`config.mk`:
```
export PLATFORM = sky130hd
export DESIGN_NAME = bridge_window_decoder
export DESIGN_NICKNAME = d
export VERILOG_FILES = /design/src/rtl/bwd_pkg.sv /design/src/rtl/bwd_regfile.sv /design/src/rtl/bwd_window_cmp.sv /design/src/rtl/bridge_window_decoder.sv
export SDC_FILE = /design/constraint.sdc
export NUM_CORES = 1
export LEC_CHECK = 0
export BUFFER_PORTS_ARGS = -buffer_cell sky130_fd_sc_hd__buf_4
export CORE_MARGIN = 3
export CORE_UTILIZATION = 50
export CTS_BUF_LIST = sky130_fd_sc_hd__clkbuf_16
export CTS_CLUSTER_DIAMETER = 50
export DETAILED_ROUTE_END_ITERATION = 8
export PLACE_DENSITY = 0.7
export RECOVER_POWER = 100
export SLEW_MARGIN = 20
export SYNTH_ARGS = -nofsm -noshare
export SYNTH_HDL_FRONTEND = slang
export SYNTH_SLANG_ARGS = --single-unit
```
`constraint.sdc`:
```
create_clock -name clk -period 7.86 [get_ports clk]
set_clock_uncertainty 0.15 [all_clocks]
set_input_delay 2.358 -clock clk [delete_from_list [all_inputs] [get_ports clk]]
set_output_delay 2.358 -clock clk [all_outputs]
set_load 0.02 [all_outputs]
```
`src/rtl/bwd_pkg.sv`:
```
package bwd_pkg;

    localparam int BWD_AW = 32;
    localparam int BWD_LANES = BWD_AW / 8;

    typedef enum logic [2:0] {
        RK_NONE,
        RK_MEM_BASE,
        RK_MEM_LIMIT,
        RK_IO_BASE,
        RK_IO_LIMIT
    } reg_kind_e;

    function automatic logic [BWD_AW-1:0] lane_expand(input logic [BWD_LANES-1:0] be);
        logic [BWD_AW-1:0] m;
        for (int k = 0; k < BWD_LANES; k++) begin
            m[8*k +: 8] = {8{be[k]}};
        end
        return m;
    endfunction

endpackage

```
`src/rtl/bwd_regfile.sv`:
```
module bwd_regfile
    import bwd_pkg::*;
#(
    parameter int N_MEM    = 2,
    parameter int N_IO     = 2,
    parameter int CFG_AW   = 8,
    parameter int REG_BASE = 'h1C,
    parameter int MEM_GRAN = 12,
    parameter int IO_GRAN  = 2,
    parameter int IO_SPACE = 16
) (
    input  logic                                        clk,
    input  logic                                        rst_n,
    input  logic                                        cfg_wr,
    input  logic [CFG_AW-1:0]                           cfg_addr,
    input  logic [BWD_AW-1:0]                           cfg_wdata,
    input  logic [BWD_LANES-1:0]                        cfg_be,
    input  logic                                        io_low_sel,
    output logic [BWD_AW-1:0]                           cfg_rdata,
    output logic [N_MEM-1:0][BWD_AW-MEM_GRAN-1:0]       mem_base,
    output logic [N_MEM-1:0][BWD_AW-MEM_GRAN-1:0]       mem_limit,
    output logic [N_IO-1:0][IO_SPACE-IO_GRAN-1:0]       io_base,
    output logic [N_IO-1:0][IO_SPACE-IO_GRAN-1:0]       io_limit
);

    localparam int N_REG = 2 * (N_MEM + N_IO);
    localparam int IDX_W = $clog2(N_REG);
    localparam logic [CFG_AW:0] REG_END = CFG_AW'(REG_BASE) + CFG_AW'(4 * N_REG);
    localparam logic [BWD_AW-1:0] MEM_WMASK = ~((BWD_AW'(1) << MEM_GRAN) - 1);
    localparam logic [BWD_AW-1:0] IO_WMASK =
        ((BWD_AW'(1) << IO_SPACE) - 1) & ~((BWD_AW'(1) << IO_GRAN) - 1);

    logic [N_REG-1:0][BWD_AW-1:0] regs_q;
    logic [CFG_AW-1:0]            offs;
    logic [IDX_W-1:0]             reg_idx;
    logic                         sel_ok;
    reg_kind_e                    kind;

    always_comb begin
        offs    = cfg_addr - CFG_AW'(REG_BASE);
        reg_idx = offs[IDX_W+1:2];
        sel_ok  = ({1'b0, cfg_addr} >= (CFG_AW + 1)'(REG_BASE)) &&
                  ({1'b0, cfg_addr} < REG_END) && (cfg_addr[1:0] == 2'b00);
        if (!sel_ok) begin
            kind = RK_NONE;
        end else if (int'(reg_idx) < 2 * N_MEM) begin
            kind = reg_idx[0] ? RK_MEM_LIMIT : RK_MEM_BASE;
        end else begin
            kind = reg_idx[0] ? RK_IO_LIMIT : RK_IO_BASE;
        end
    end

    function automatic logic [BWD_AW-1:0] wmask_of(input int r);
        return (r < 2 * N_MEM) ? MEM_WMASK : IO_WMASK;
    endfunction

    always_ff @(posedge clk or negedge rst_n) begin
        if (!rst_n) begin
            regs_q <= '0;
        end else if (cfg_wr && sel_ok) begin
            for (int r = 0; r < N_REG; r++) begin
                if (IDX_W'(r) == reg_idx) begin
                    regs_q[r] <= (regs_q[r] & ~(lane_expand(cfg_be) & wmask_of(r))) |
                                 (cfg_wdata & lane_expand(cfg_be) & wmask_of(r));
                end
            end
        end
    end

    always_comb begin
        unique case (kind)
            RK_NONE:      cfg_rdata = '0;
            RK_IO_BASE:   cfg_rdata = regs_q[reg_idx] | BWD_AW'(io_low_sel);
            default:      cfg_rdata = regs_q[reg_idx];
        endcase
    end

    for (genvar i = 0; i < N_MEM; i++) begin : g_mem_out
        assign mem_base[i]  = regs_q[2*i][BWD_AW-1:MEM_GRAN];
        assign mem_limit[i] = regs_q[2*i+1][BWD_AW-1:MEM_GRAN];
    end

    for (genvar j = 0; j < N_IO; j++) begin : g_io_out
        assign io_base[j]  = regs_q[2*N_MEM+2*j][IO_SPACE-1:IO_GRAN];
        assign io_limit[j] = regs_q[2*N_MEM+2*j+1][IO_SPACE-1:IO_GRAN];
    end

    // memory register reads carry no low-order bits
    p_mem_low_zero_r2: assert property (@(posedge clk) disable iff (!rst_n)
        (kind == RK_MEM_BASE || kind == RK_MEM_LIMIT) |-> (cfg_rdata[MEM_GRAN-1:0] == '0));

    // I/O register reads stay inside the first page
    p_io_upper_zero_r7: assert property (@(posedge clk) disable iff (!rst_n)
        (kind == RK_IO_BASE || kind == RK_IO_LIMIT) |-> (cfg_rdata[BWD_AW-1:IO_SPACE] == '0));

    // a write to an unmapped offset leaves the window outputs unchanged
    p_unmapped_write_r11: assert property (@(posedge clk) disable iff (!rst_n)
        (cfg_wr && !sel_ok) |=> ($stable(mem_base) && $stable(mem_limit) &&
                                 $stable(io_base) && $stable(io_limit)));

endmodule

```
`src/rtl/bwd_window_cmp.sv`:
```
module bwd_window_cmp #(
    parameter int FW = 20
) (
    input  logic          clk,
    input  logic          rst_n,
    input  logic          type_ok,
    input  logic          page_ok,
    input  logic [FW-1:0] addr_f,
    input  logic [FW-1:0] base_f,
    input  logic [FW-1:0] limit_f,
    output logic          hit
);

    logic enabled;
    logic in_range;

    always_comb begin
        enabled  = (base_f != '0) || (limit_f != '0);
        in_range = (addr_f >= base_f) && (addr_f <= limit_f);
        hit      = type_ok && page_ok && enabled && in_range;
    end

    // an all-zero window is silent whatever the address
    p_disabled_silent_r4: assert property (@(posedge clk) disable iff (!rst_n)
        ((base_f == '0) && (limit_f == '0)) |-> !hit);

endmodule

```
`src/rtl/bridge_window_decoder.sv`:
```
module bridge_window_decoder
    import bwd_pkg::*;
#(
    parameter int N_MEM    = 2,
    parameter int N_IO     = 2,
    parameter int CFG_AW   = 8,
    parameter int REG_BASE = 'h1C,
    parameter int MEM_GRAN = 12,
    parameter int IO_GRAN  = 2,
    parameter int IO_SPACE = 16
) (
    input  logic                 clk,
    input  logic                 rst_n,
    input  logic                 cfg_wr,
    input  logic [CFG_AW-1:0]    cfg_addr,
    input  logic [BWD_AW-1:0]    cfg_wdata,
    input  logic [BWD_LANES-1:0] cfg_be,
    output logic [BWD_AW-1:0]    cfg_rdata,
    input  logic [N_MEM-1:0]     pf_ctl,
    input  logic                 io_low_sel,
    input  logic [BWD_AW-1:0]    txn_addr,
    input  logic                 txn_is_io,
    output logic [N_MEM-1:0]     mem_hit,
    output logic [N_IO-1:0]      io_hit,
    output logic                 forward,
    output logic                 prefetchable
);

    localparam int MEM_FW = BWD_AW - MEM_GRAN;
    localparam int IO_FW  = IO_SPACE - IO_GRAN;

    logic [N_MEM-1:0][MEM_FW-1:0] mem_base;
    logic [N_MEM-1:0][MEM_FW-1:0] mem_limit;
    logic [N_IO-1:0][IO_FW-1:0]   io_base;
    logic [N_IO-1:0][IO_FW-1:0]   io_limit;
    logic                         io_page_ok;

    bwd_regfile #(
        .N_MEM(N_MEM), .N_IO(N_IO), .CFG_AW(CFG_AW), .REG_BASE(REG_BASE),
        .MEM_GRAN(MEM_GRAN), .IO_GRAN(IO_GRAN), .IO_SPACE(IO_SPACE)
    ) u_regs (
        .clk(clk), .rst_n(rst_n), .cfg_wr(cfg_wr), .cfg_addr(cfg_addr),
        .cfg_wdata(cfg_wdata), .cfg_be(cfg_be), .io_low_sel(io_low_sel),
        .cfg_rdata(cfg_rdata), .mem_base(mem_base), .mem_limit(mem_limit),
        .io_base(io_base), .io_limit(io_limit)
    );

    assign io_page_ok = (txn_addr[BWD_AW-1:IO_SPACE] == '0);

    for (genvar i = 0; i < N_MEM; i++) begin : g_mem_win
        bwd_window_cmp #(.FW(MEM_FW)) u_cmp (
            .clk(clk), .rst_n(rst_n), .type_ok(!txn_is_io), .page_ok(1'b1),
            .addr_f(txn_addr[BWD_AW-1:MEM_GRAN]), .base_f(mem_base[i]),
            .limit_f(mem_limit[i]), .hit(mem_hit[i])
        );
    end

    for (genvar j = 0; j < N_IO; j++) begin : g_io_win
        bwd_window_cmp #(.FW(IO_FW)) u_cmp (
            .clk(clk), .rst_n(rst_n), .type_ok(txn_is_io), .page_ok(io_page_ok),
            .addr_f(txn_addr[IO_SPACE-1:IO_GRAN]), .base_f(io_base[j]),
            .limit_f(io_limit[j]), .hit(io_hit[j])
        );
    end

    always_comb begin
        forward      = (|mem_hit) || (|io_hit);
        prefetchable = |(mem_hit & pf_ctl);
    end

    // memory windows stay quiet for I/O traffic
    p_mem_type_r12: assert property (@(posedge clk) disable iff (!rst_n)
        txn_is_io |-> (mem_hit == '0));

    // I/O windows stay quiet for memory traffic
    p_io_type_r12: assert property (@(posedge clk) disable iff (!rst_n)
        !txn_is_io |-> (io_hit == '0));

    // prefetch status only accompanies a memory match
    p_pf_needs_hit_r6: assert property (@(posedge clk) disable iff (!rst_n)
        prefetchable |-> (forward && !txn_is_io));

    // no I/O hit outside the first page
    p_io_page_r9: assert property (@(posedge clk) disable iff (!rst_n)
        (io_hit != '0) |-> (txn_addr[BWD_AW-1:IO_SPACE] == '0));

endmodule

```
==> key figures <==
Clocking
  – Post-cts gate resize count: 0
  – Root Buffer: clkbuf_16
  – Setup bufs post-CTS: 0
  – Clk buf depth: 2
  – CTS sink count: 136
  – Clk slew on worst S/H paths: 60 ps
  – TritonCTS Buffers: 17
  – CTS tree: yes
  – Worst-Skew Late Latency: 420 ps
  – CTS H-tree depth: 4
  – Post-CTS Hold Fix Bufs: 0

GRT
  – Grt ovf: 0
  – Number of global-route vias before repair: 7995
  – Largest net degree at the start of global routing: 82
  – Antenna violations before repair: 0
  – First-pass GRT wire length: 44600 um
  – Total track usage: 0.261

Power
  – Maximum VDD drop: 0.121 mV
  – Sequential power share: 0.415
  – Net switching power: 514 uW
  – Comb pwr share: 0.161
  – Internal power: 1.29 mW
  – Sw Ratio: 0.285
  – Pleak: 5.40 nW
  – Power Dens Cells: 155 nW/um^2
  – Clock power frac: 0.423
  – Total Power: 1.80 mW

Place
  – RD Place Congestion: 0.936
  – Cell count after placement: 1307
  – Post-DP HPWL: 21700 um
  – Area after DPL: 11300 um^2
  – Buffers on Ports: 115
  – Pre-CTS setup slack: 780 ps

Run
  – Number of max-cap violations: 2

Hold path
  – HP Class: reg2reg

Layout
  – Nets: 1287
  – Fill cell count: 1748
  – Commonest non-fill, non-tap cells in the layout: 145 x inv_1, 143 x ha_1, 136 x dfrtp_1
  – Final Non-Filler Cells: 1339
  – Layout overhead on the synthesized area: 14.8%
  – Post-Route Utilization: 0.591
  – # diodes: 0
  – Share of post-route cells with drive strength above 1: 0.260
  – Commonest non-fill, non-tap cell in the layout: inv_1
  – Cell area after layout: 11600 um^2

Die
  – Rows: 51
  – Initial Utilization: 0.515
  – IO Pins: 121
  – DIE WIDTH: 148 um
  – Core Area: 19700 um^2
  – Die Area: 22000 um^2
  – Die height: 148 um

Setup path
  – CP Capture Type: output port
  – CP max FO: 16
  – Crit Path Category: in2out
  – Worst reg-to-reg setup slack: 6790 ps
  – Critical Path End: cfg_rdata[31]
  – CP Launch Point: cfg_addr[2]
  – Worst path cell trace: buf_4 > ha_1 > ha_1 > ha_1 > o31ai_1 > clkbuf_1 > or2_2 > nor2b_1 > clkbuf_1
  – Crit path DAT: 4740 ps
  – WP depth: 9
  – Most used cell, CP: ha_1
  – CP Launch Type: input pin
  – Slowest cell delay on critical path: 450 ps
  – Crit path max-delay family: adder cells
  – R2R depth: 1
  – Crit-path slowest cell: or2_2
  – Data required, critical path: 5350 ps
  – Worst Path Buf+Inv: 3

Yosys
  – Main synth FF type: dfrtp_1
  – Post-synth EDFFs: 0
  – Netlist cell types: 52
  – Synthesized instance count: 941
  – Fraction of registers with async set/reset: 1.00
  – Syn Std Cell Area: 10100 um^2
  – Syn nets: 1167
  – Register area share after synthesis: 0.336
  – Synth area leaders: dfrtp_1 34%, ha_1 18%, mux2_2 14%, mux4_2 7.6%, inv_1 5.3%
  – FF+latch count, synth: 136
  – Cell taking the most area after synthesis: dfrtp_1
  – Post-synth top area share: 0.336
  – Mean Syn Cell Area: 10.8 um^2
  – Synth warn: 0

STA
  – Crit share post-route: 0.922
  – RSZ-0062 raised after global routing: no
  – Crit path time final: 7250 ps
  – Max Slew Vio Count: 91
  – Measured slew at the worst slew-check pin: 4470 ps
  – Final WS setup: 611 ps
  – Top achievable clock speed: 138 MHz
  – Slew headroom: -1.98
  – Final setup TNS: 0 ps
  – # setup viols final: 0
  – Hold Violations, Final: 0
  – Hold_ws: 414 ps

Route
  – DR vias: 8031
  – WL per Instance: 21.1 um
  – Vias/cell: 6.00
  – Final WL: 28200 um
  – Pre-Repair DR Iteration Count: 5
  – DRC violations left: 0
  – Initial DRC count: 655
  – Routed Antenna Nets: 0

Status
  – Failing checks: max-capacitance violations, max-slew violations
  – Status: complete, but fails checks
## final cells by class
cell class              instances  area, um^2  area share
multi-input cells             643        6020       0.518
well taps                     265         332      0.0286
clock buffers                  17         425      0.0366
clock inverters                15         130      0.0112
repair buffers                120         766      0.0659
flip-flops and latches        136        3400       0.293
inverters                     143         537      0.0462
## worst min path at each step
stage	startpoint	to	cells after the start
final	flop	flop	1
after global routing	flop	flop	1
after CTS	flop	flop	1
after detailed placement	flop	flop	1
after global placement	flop	flop	1
after floorplan	flop	flop	1
## power groups by stage
stage | Combinational [mW] | Clock [mW] | Sequential [mW]
finish | 0.291 | 0.763 | 0.749
global route | 0.326 | 0.806 | 0.751
CTS | 0.295 | 0.772 | 0.748
detailed placement | 0.293 | 0 | 0.760
global placement | 0.284 | 0 | 0.759
floorplan | 0.174 | 0 | 0.748
## layer usage
| layer | wire (um) | share of wire | vias up | GRT usage |
|---|---|---|---|---|
| met5 | 0 | 0 | - | 0 |
| met4 | 509 | 0.018 | 0 | 0.0707 |
| met1 | 13000 | 0.46 | 3990 | 0.384 |
| li1 | - | - | 3691 | - |
| met2 | 12600 | 0.45 | 303 | 0.391 |
| met3 | 2100 | 0.074 | 47 | 0.0594 |
## Yosys cell counts (6+ instances only)
| library cell | n |
|---|---|
| mux4_2 | 34 |
| nand4_1 | 21 |
| ha_1 | 143 |
| a21o_1 | 21 |
| mux2_2 | 130 |
| a21oi_1 | 45 |
| inv_1 | 143 |
| nand3_1 | 14 |
| and4_1 | 12 |
| nor4_1 | 37 |
| nor2_1 | 15 |
| clkbuf_1 | 8 |
| mux2i_1 | 6 |
| nor2b_1 | 20 |
| nand2_1 | 42 |
| o21ai_0 | 16 |
| nand2b_1 | 8 |
| and3_1 | 12 |
| dfrtp_1 | 136 |
| nor2_2 | 6 |
## cell families (layout without fill, tap and decap cells)
family | count (synthesis) | after routing | share of synthesized area
AND/OR/NAND/NOR | 211 | 211 | 0.122
multiplexers | 171 | 171 | 0.228
buffers and inverters | 162 | 295 | 0.0632
adder cells (fa/ha/maj) | 143 | 143 | 0.177
flip-flops | 136 | 136 | 0.336
AO/OA/AOI/OAI | 117 | 117 | 0.0737
other | 1 | 1 | 0.000371
(Power assumes the default switching activity.)
